`src/rtl/hcfg_pkg.sv`:
```
package hcfg_pkg;
    localparam int BYTE_W = 8;
    localparam int ADDR_W = 2 * BYTE_W;
    localparam int OFS_W  = 2;

    localparam logic [OFS_W-1:0] OFS_LOW  = 2'd0;
    localparam logic [OFS_W-1:0] OFS_HIGH = 2'd1;
    localparam logic [OFS_W-1:0] OFS_CTRL = 2'd2;

    localparam int CTRL_VALID_BIT = 0;
    localparam int CTRL_LOCK_BIT  = 1;

    typedef enum logic [2:0] {
        ST_EMPTY    = 3'd0,
        ST_LOW_HELD = 3'd1,
        ST_VALID    = 3'd2,
        ST_LOCKED   = 3'd3,
        ST_DEAD     = 3'd4
    } hcfg_state_e;
endpackage

```
`src/rtl/hcfg_ctl.sv`:
```
module hcfg_ctl
    import hcfg_pkg::*;
(
    input  logic              clk,
    input  logic              por_n,
    input  logic              fw_wr,
    input  logic [OFS_W-1:0]  fw_addr,
    input  logic [BYTE_W-1:0] fw_wdata,
    output logic [ADDR_W-1:0] base_q,
    output logic              valid,
    output logic              locked
);
    hcfg_state_e state_q, state_d;
    logic wr_low_ok, wr_high, wr_ctrl, clr_req, lock_req, open_regs;

    assign open_regs = (state_q != ST_LOCKED) && (state_q != ST_DEAD);
    assign wr_low_ok = fw_wr && (fw_addr == OFS_LOW) && !fw_wdata[BYTE_W-1] && open_regs;
    assign wr_high   = fw_wr && (fw_addr == OFS_HIGH) && open_regs;
    assign wr_ctrl   = fw_wr && (fw_addr == OFS_CTRL);
    assign clr_req   = wr_ctrl && fw_wdata[CTRL_VALID_BIT];
    assign lock_req  = wr_ctrl && fw_wdata[CTRL_LOCK_BIT];

    // state register
    always_ff @(posedge clk or negedge por_n) begin
        if (!por_n) state_q <= ST_EMPTY;
        else        state_q <= state_d;
    end

    // next-state
    always_comb begin
        state_d = state_q;
        unique case (state_q)
            ST_EMPTY: begin
                if (lock_req)       state_d = ST_DEAD;
                else if (wr_low_ok) state_d = ST_LOW_HELD;
            end
            ST_LOW_HELD: begin
                if (lock_req)     state_d = ST_DEAD;
                else if (wr_high) state_d = ST_VALID;
            end
            ST_VALID: begin
                if (lock_req)       state_d = clr_req ? ST_DEAD : ST_LOCKED;
                else if (clr_req)   state_d = ST_EMPTY;
                else if (wr_low_ok) state_d = ST_LOW_HELD;
            end
            ST_LOCKED: state_d = ST_LOCKED;
            ST_DEAD:   state_d = ST_DEAD;
            default:   state_d = ST_EMPTY;
        endcase
    end

    // address byte registers
    always_ff @(posedge clk or negedge por_n) begin
        if (!por_n) begin
            base_q <= '0;
        end else begin
            if (wr_low_ok) base_q[BYTE_W-1:0]      <= fw_wdata;
            if (wr_high)   base_q[ADDR_W-1:BYTE_W] <= fw_wdata;
        end
    end

    // outputs
    always_comb begin
        valid  = (state_q == ST_VALID) || (state_q == ST_LOCKED);
        locked = (state_q == ST_LOCKED) || (state_q == ST_DEAD);
    end


    lock_hold_chk: assert property (@(posedge clk) disable iff (!por_n)
        locked |=> (locked && $stable(base_q) && $stable(valid)));


    valid_rise_chk: assert property (@(posedge clk) disable iff (!por_n)
        $rose(valid) |-> $past(fw_wr && fw_addr == OFS_HIGH));


    low_bit7_chk: assert property (@(posedge clk) disable iff (!por_n)
        (fw_wr && fw_addr == OFS_LOW && fw_wdata[BYTE_W-1]) |=> $stable(base_q[BYTE_W-1:0]));
endmodule

```
`src/rtl/hcfg_dec.sv`:
```
module hcfg_dec
    import hcfg_pkg::*;
#(
    parameter logic [ADDR_W-1:0] DEF_BASE0 = 16'h002E,
    parameter logic [ADDR_W-1:0] DEF_BASE1 = 16'h004E
) (
    input  logic              clk,
    input  logic              por_n,
    input  logic              prog_mode,
    input  logic              strap_sel,
    input  logic [ADDR_W-1:0] base_q,
    input  logic              valid,
    input  logic              host_io,
    input  logic [ADDR_W-1:0] host_addr,
    output logic              hit_idx,
    output logic              hit_dat
);
    logic [ADDR_W-1:0] eff_base, data_loc;
    logic              enable;

    always_comb begin
        eff_base = prog_mode ? base_q : (strap_sel ? DEF_BASE1 : DEF_BASE0);
        data_loc = eff_base + ADDR_W'(1);
        enable   = host_io && (!prog_mode || valid);
        hit_idx  = enable && (host_addr == eff_base);
        hit_dat  = enable && (host_addr == data_loc);
    end


    no_claim_chk: assert property (@(posedge clk) disable iff (!por_n)
        (prog_mode && !valid) |-> !(hit_idx || hit_dat));


    io_only_chk: assert property (@(posedge clk) disable iff (!por_n)
        (hit_idx || hit_dat) |-> (host_io && !(hit_idx && hit_dat)));
endmodule

```
`src/rtl/hcfg_addr_unit.sv`:
```
module hcfg_addr_unit
    import hcfg_pkg::*;
#(
    parameter logic [15:0] DEF_BASE0 = 16'h002E,
    parameter logic [15:0] DEF_BASE1 = 16'h004E
) (
    input  logic        clk,
    input  logic        por_n,
    input  logic        prog_mode,
    input  logic        strap_sel,
    input  logic        fw_wr,
    input  logic [1:0]  fw_addr,
    input  logic [7:0]  fw_wdata,
    output logic [7:0]  fw_rdata,
    input  logic        host_io,
    input  logic [15:0] host_addr,
    output logic        hit_idx,
    output logic        hit_dat
);
    logic [ADDR_W-1:0] base_q;
    logic              valid, locked;

    hcfg_ctl u_ctl (
        .clk(clk), .por_n(por_n), .fw_wr(fw_wr), .fw_addr(fw_addr),
        .fw_wdata(fw_wdata), .base_q(base_q), .valid(valid), .locked(locked)
    );

    hcfg_dec #(.DEF_BASE0(DEF_BASE0), .DEF_BASE1(DEF_BASE1)) u_dec (
        .clk(clk), .por_n(por_n), .prog_mode(prog_mode), .strap_sel(strap_sel),
        .base_q(base_q), .valid(valid), .host_io(host_io), .host_addr(host_addr),
        .hit_idx(hit_idx), .hit_dat(hit_dat)
    );

    always_comb begin
        fw_rdata = '0;
        unique case (fw_addr)
            OFS_LOW:  fw_rdata = base_q[BYTE_W-1:0];
            OFS_HIGH: fw_rdata = base_q[ADDR_W-1:BYTE_W];
            OFS_CTRL: begin
                fw_rdata[CTRL_VALID_BIT] = valid;
                fw_rdata[CTRL_LOCK_BIT]  = locked;
            end
            default:  fw_rdata = '0;
        endcase
    end
endmodule

```
`config.mk`:
```
export PLATFORM = sky130hd
export DESIGN_NAME = hcfg_addr_unit
export DESIGN_NICKNAME = d
export VERILOG_FILES = /design/src/rtl/hcfg_pkg.sv /design/src/rtl/hcfg_ctl.sv /design/src/rtl/hcfg_dec.sv /design/src/rtl/hcfg_addr_unit.sv
export SDC_FILE = /design/constraint.sdc
export NUM_CORES = 1
export LEC_CHECK = 0
export CORE_ASPECT_RATIO = 1.2
export CORE_UTILIZATION = 30
export DETAILED_ROUTE_END_ITERATION = 12
export PLACE_DENSITY_LB_ADDON = 0.12
export SLEW_MARGIN = 20
export SYNTH_ARGS = -nofsm -noshare
export SYNTH_HDL_FRONTEND = slang
export SYNTH_SLANG_ARGS = --single-unit
```
`constraint.sdc`:
```
create_clock -name clk -period 3.7 [get_ports clk]
set_input_delay 0.74 -clock clk [delete_from_list [all_inputs] [get_ports clk]]
set_output_delay 0.74 -clock clk [all_outputs]
set_load 0.02 [all_outputs]
```
# Word-level counts from Yosys, hierarchy flattened
# Cells that the tools add are included.
dict set report totals {
  out_inout_bits 10
  regBits 19
}
dict set report op_classes {
  addsub 1
  reduce_logical 19
  eq_ne 11
  mux 12
}
# operator n
set op_table {}
lappend op_table {{$eq 16x16->1} 2}
lappend op_table {{$mux 3} 7}
lappend op_table {{$add 16x1->16 const B} 1}
lappend op_table {{$mux 16} 1}
lappend op_table {{$pmux 3 s5} 1}
lappend op_table {{$logic_and 1x1->1} 12}
lappend op_table {{$pmux 6 s2} 1}
lappend op_table {{$mux 7} 1}
lappend op_table {{$eq 3x2->1 const B} 2}
lappend op_table {{$pmux 2 s3} 1}
lappend op_table {{$eq 3x1->1 const B} 1}
lappend op_table {{$eq 3x3->1 const B} 1}
lappend op_table {{$logic_not 3->1} 1}
lappend op_table {{$logic_or 1x1->1} 3}
lappend op_table {{$ne 3x1->1 const B} 1}
lappend op_table {{$ne 3x2->1 const B} 1}
lappend op_table {{$ne 3x3->1 const B} 1}
lappend op_table {{$eq 2x1->1 const B} 1}
lappend op_table {{$eq 2x2->1 const B} 1}
lappend op_table {{$logic_not 1->1} 2}
lappend op_table {{$logic_not 2->1} 1}

# Logic depth before layout (Yosys ltp)
dict set report depth {
  ltp_word 8
  ltp_mapped 11
  depth_no_buf 8
}

# Hierarchy
# From an unflattened synthesis, not the netlist that was laid out.
dict set report hier_totals {
  cells_unflattened 233
  area_unflattened_um2 2048.2
}
# module instances area_each_um2 cells_each
set by_module_without_submodules {}
lappend by_module_without_submodules {hcfg_dec 1 1016.0 151}
lappend by_module_without_submodules {hcfg_ctl 1 887.1 63}
lappend by_module_without_submodules {hcfg_addr_unit 1 145.1 19}

# Least setup slack after synthesis
# OpenSTA, ideal clock, no wires.
dict set report synth_timing {
  path_type {input -> output}
  startpoint {in prog_mode}
  endpoint {out hit_dat}
  cell_stages 11
  path_slack_ns -0.227
  t_arrival_ns 3.187
  path_buffers 3
  path_cell_list {buf_6 -> buf_2 -> clkbuf_1 -> and2_1 -> ha_1 -> nand2_1 -> nor4_4 -> xor2_1 -> and4_1 -> a211oi_1 -> a2111oi_2}
}
dict set report synth_between {
  elab_chain_cells 4
  elab_cells_between_ends 7
}
# item line
set synth_rtl {}
lappend synth_rtl {{from (decl)} hcfg_addr_unit.sv:9} ;# input logic prog_mode,
lappend synth_rtl {{$mux 16 or $logic_not 1->1 (tied branches)} {hcfg_dec.sv:22, hcfg_dec.sv:24}}
lappend synth_rtl {{$add 16x1->16 or $logic_or 1x1->1 (tied branches)} {hcfg_dec.sv:23, hcfg_dec.sv:24}}
lappend synth_rtl {{$eq 16x16->1 or $logic_and 1x1->1 (tied branches)} {hcfg_dec.sv:26, hcfg_dec.sv:24}}
lappend synth_rtl {{$logic_and 1x1->1 (*)} hcfg_dec.sv:26} ;# hit_dat = enable && (host_addr == data_loc);
lappend synth_rtl {{to (decl)} hcfg_addr_unit.sv:18} ;# output logic hit_dat
# Every way passes the cells marked *; elsewhere a longest branch is shown, timed or not.

# Worst setup path in the final report
dict set report layout_timing {
  startpoint {in host_addr[11]}
  endpoint {out hit_idx}
}
dict set report layout_between {
  elab_chain_cells 2
}
# item line
set layout_rtl {}
lappend layout_rtl {{from (decl)} hcfg_addr_unit.sv:16} ;# input logic [15:0] host_addr,
lappend layout_rtl {{$eq 16x16->1} hcfg_dec.sv:25} ;# hit_idx = enable && (host_addr == eff_base);
lappend layout_rtl {{$logic_and 1x1->1} hcfg_dec.sv:25}
lappend layout_rtl {{to (decl)} hcfg_addr_unit.sv:17} ;# output logic hit_idx,
# Every way passes these cells.

==> metrics <==
FMAX 278 MHz; die area 7180 um^2; crit path max-delay cell type or4_1; Vias 1,977; GR Overflow Total 0; max-cap viol count 0; Final Hold Fails 0; Seq/Total Area, Yosys 23.1%; Synth Flop Type dfrtp_1; Clk pwr share 9.6%; Worst Setup Start Kind primary input; Pint 0.837 mW; Reg-to-Reg Start u_ctl.state_q[1]; crit path max fanout 2; P_sw 0.638 mW; Max VDD drop 0.000315 V; Routed WL per cell 14.9 um; Cells after Synth 246; leading area contributor after synthesis dfrtp_1; Non-Filler Instances 397; hpwl dp 4710 um; slew margin rel. 42.2%; simple-gate area share of the yosys netlist 26.8%; core region area 6530 um^2; Slew @ Worst Pin 0.864 ns; share of cells above drive strength 1 25.3%; largest net degree at the start of global routing 20; Period Utilization, post-route 97.2%; top cells by area, synth dfrtp_1, mux2_2, xnor2_1; Residual DRC 0; Die X 77.5 um; GPL Wtd Cong 0.827; Seq pwr share 32.1%; Buffers on Ports 41; fin util 43.9%; status finished, final reports clean; Post-synth EDFFs 0; fin crit period 3.60 ns; DRT Wirelength 5910 um; Comb pwr share 58.3%; switch share 43.3%; CTS tree built; CTS Root Buffer Type clkbuf_8; first-pass GRT wire length 9740 um; #FFs+latches synth 19; Adder-Cell Fraction of Synth Area 0.609%; CP Data Required Time 2.96 ns; Cell Rows 32; Via density 4.98; main combinational cell family by area after synthesis simple AND/OR/NAND/NOR gates; drt initial violations 106; Compound-Gate Fraction of Synth Area 16.3%; # IOs 42; post-route ant nets 0; Unique masters post-synth 53; Net Count, Synth 279; antenna violations before repair 0; Slew Viols, Final 0; Crit Path Class primary input to primary output; Async SR Flop Fraction 100%; Setup Viol. Count Final 0; diodes inserted 0; Area Overhead vs Synth 39.4%; total CTS buffers 3; Die Height 92.7 um; unrepaired setup endpoints after global routing false; CTS clk-pin slew, worst paths 0.07 ns; power per cell area 515 nW/um^2; most frequent cells in the layout buf_4, clkdlybuf4s50_1, nor2_1, nand2_1, dfrtp_1; share of the synthesized area in the top cell type 23.1%; Warnings, synthesis 0; synthesized cell area 2050 um^2; hold_sp u_ctl.state_q[2]; Critical Path, Cell by Cell clkdlybuf4s50_1, or2_2, o22ai_1, a21oi_1, or4_1, nor4b_2, clkdlybuf4s15_2; Skew-Pair Late Insertion Delay 0.25 ns; total track usage 17.0%; critical path's largest stage delay 0.61 ns; worst setup path startpoint host_addr[11]; vias in the first global route 1,988; hold bufs inserted after CTS 0; Worst Path Arrival 2.86 ns; Post-layout nets 346; mux cell area share after synthesis 13.6%; commonest non-fill, non-tap cell in the layout buf_4; initial core utilization 31.5%; number of H-tree levels 1; number of clock sinks 19; Setup Buffers After CTS 0; Synth Area in XOR/XNOR 13.1%; Pre-Repair DR Iteration Count 4; leakage 1.19 nW; Longest Clk Path Bufs 2; Overall Power 1.47 mW; placed insts 393; Hold Path Class flip-flop to flip-flop; Setup crit end kind primary output; Setup Skew 0.00587 ns; Avg Cell Area, Syn 8.35 um^2
-- final cells by class --
cell class	count	area (um^2)
clock buffer	3	41.3
clock inverter	1	5.00
fill	667	3660
inverter	8	30.0
multi-input combinational	199	1490
sequential	19	475
tap	85	106
timing repair buffer	82	714
-- registers in the layout, indices dropped and copies added, names as in the netlist --
signal and cells:
u_ctl.state_q 3, u_ctl.base_q 16
-- through the flow --
step / setup slack, ns / TNS (ns) / area (um^2) / hold slack [ns]
2_1_floorplan: 0.00129 / 0 / 2080 / 0.444
3_3_place_gp: -0.662 / -1.20 / 2800 / 0.533
3_5_place_dp: -0.727 / -1.32 / 2800 / 0.526
4_1_cts: 0.00243 / 0 / 2860 / 0.533
5_1_grt: 0.0197 / 0 / 2860 / 0.583
6_report: 0.105 / 0 / 2860 / 0.541
-- worst paths after layout --
kind                                    endpoint  slack (ns)  depth (start not counted)
min in group asynchronous       u_ctl.base_q[15]        0.97                          1
worst max register to register  u_ctl.state_q[0]        1.47                          7
worst min-delay path            u_ctl.state_q[1]        0.54                          1
max in group asynchronous       u_ctl.base_q[11]        2.19                          1
worst max-delay path                     hit_idx        0.10                          7
worst min register to register  u_ctl.state_q[1]        0.54                          1
-- critical path: cells and delay by family --
kind	cells	cell delay, ns
buffers and inverters	2	0.70
AO/OA/AOI/OAI	2	0.28
AND/OR/NAND/NOR	3	1.13
-- routing by layer --
layer	global-route usage, %	part of all wire, %	vias to the layer above
li1	-	-	1015
met1	22.1	48	923
met2	30.5	49	33
met3	0.788	2.1	6
met4	3.93	1.4	0
met5	0	0	-
-- kinds of logic (layout without fill, tap and decap cells) --
logic type | count (synthesis) | count (layout)
AND/OR/NAND/NOR | 97 | 97
AO/OA/AOI/OAI | 49 | 49
buffers and inverters | 28 | 94
XOR/XNOR | 26 | 26
multiplexers | 26 | 26
flip-flops | 19 | 19
adder cells (fa/ha/maj) | 1 | 1
-- power by group through the flow --
| stage | Combinational, mW | Sequential [mW] | Clock [mW] |
|---|---|---|---|
| after global placement | 0.853 | 0.478 | 0 |
| final | 0.860 | 0.473 | 0.141 |
| after detailed placement | 0.853 | 0.476 | 0 |
| after CTS | 0.862 | 0.472 | 0.148 |
| after global routing | 0.940 | 0.497 | 0.155 |
| after floorplan | 0.656 | 0.349 | 0 |
-- synth_stat cells, types with 6 or more instances --
| master | n |
|---|---|
| xor2_1 | 10 |
| xnor2_1 | 13 |
| nor2_1 | 28 |
| dfrtp_1 | 19 |
| inv_1 | 8 |
| clkbuf_1 | 10 |
| o21ai_0 | 13 |
| nor3_1 | 6 |
| nand2_1 | 20 |
| mux2_2 | 15 |
| a22oi_1 | 6 |
| a21oi_1 | 8 |
| nand3_1 | 10 |
| mux2i_1 | 11 |
-- repair_timing --
item                                    4_1_cts  5_1_grt
pin swaps                                     0        0
hold endpoints to repair                      0        0
endpoints found under the setup margin        2        2
resized for setup                            13        4
(Power assumes the default switching activity.)
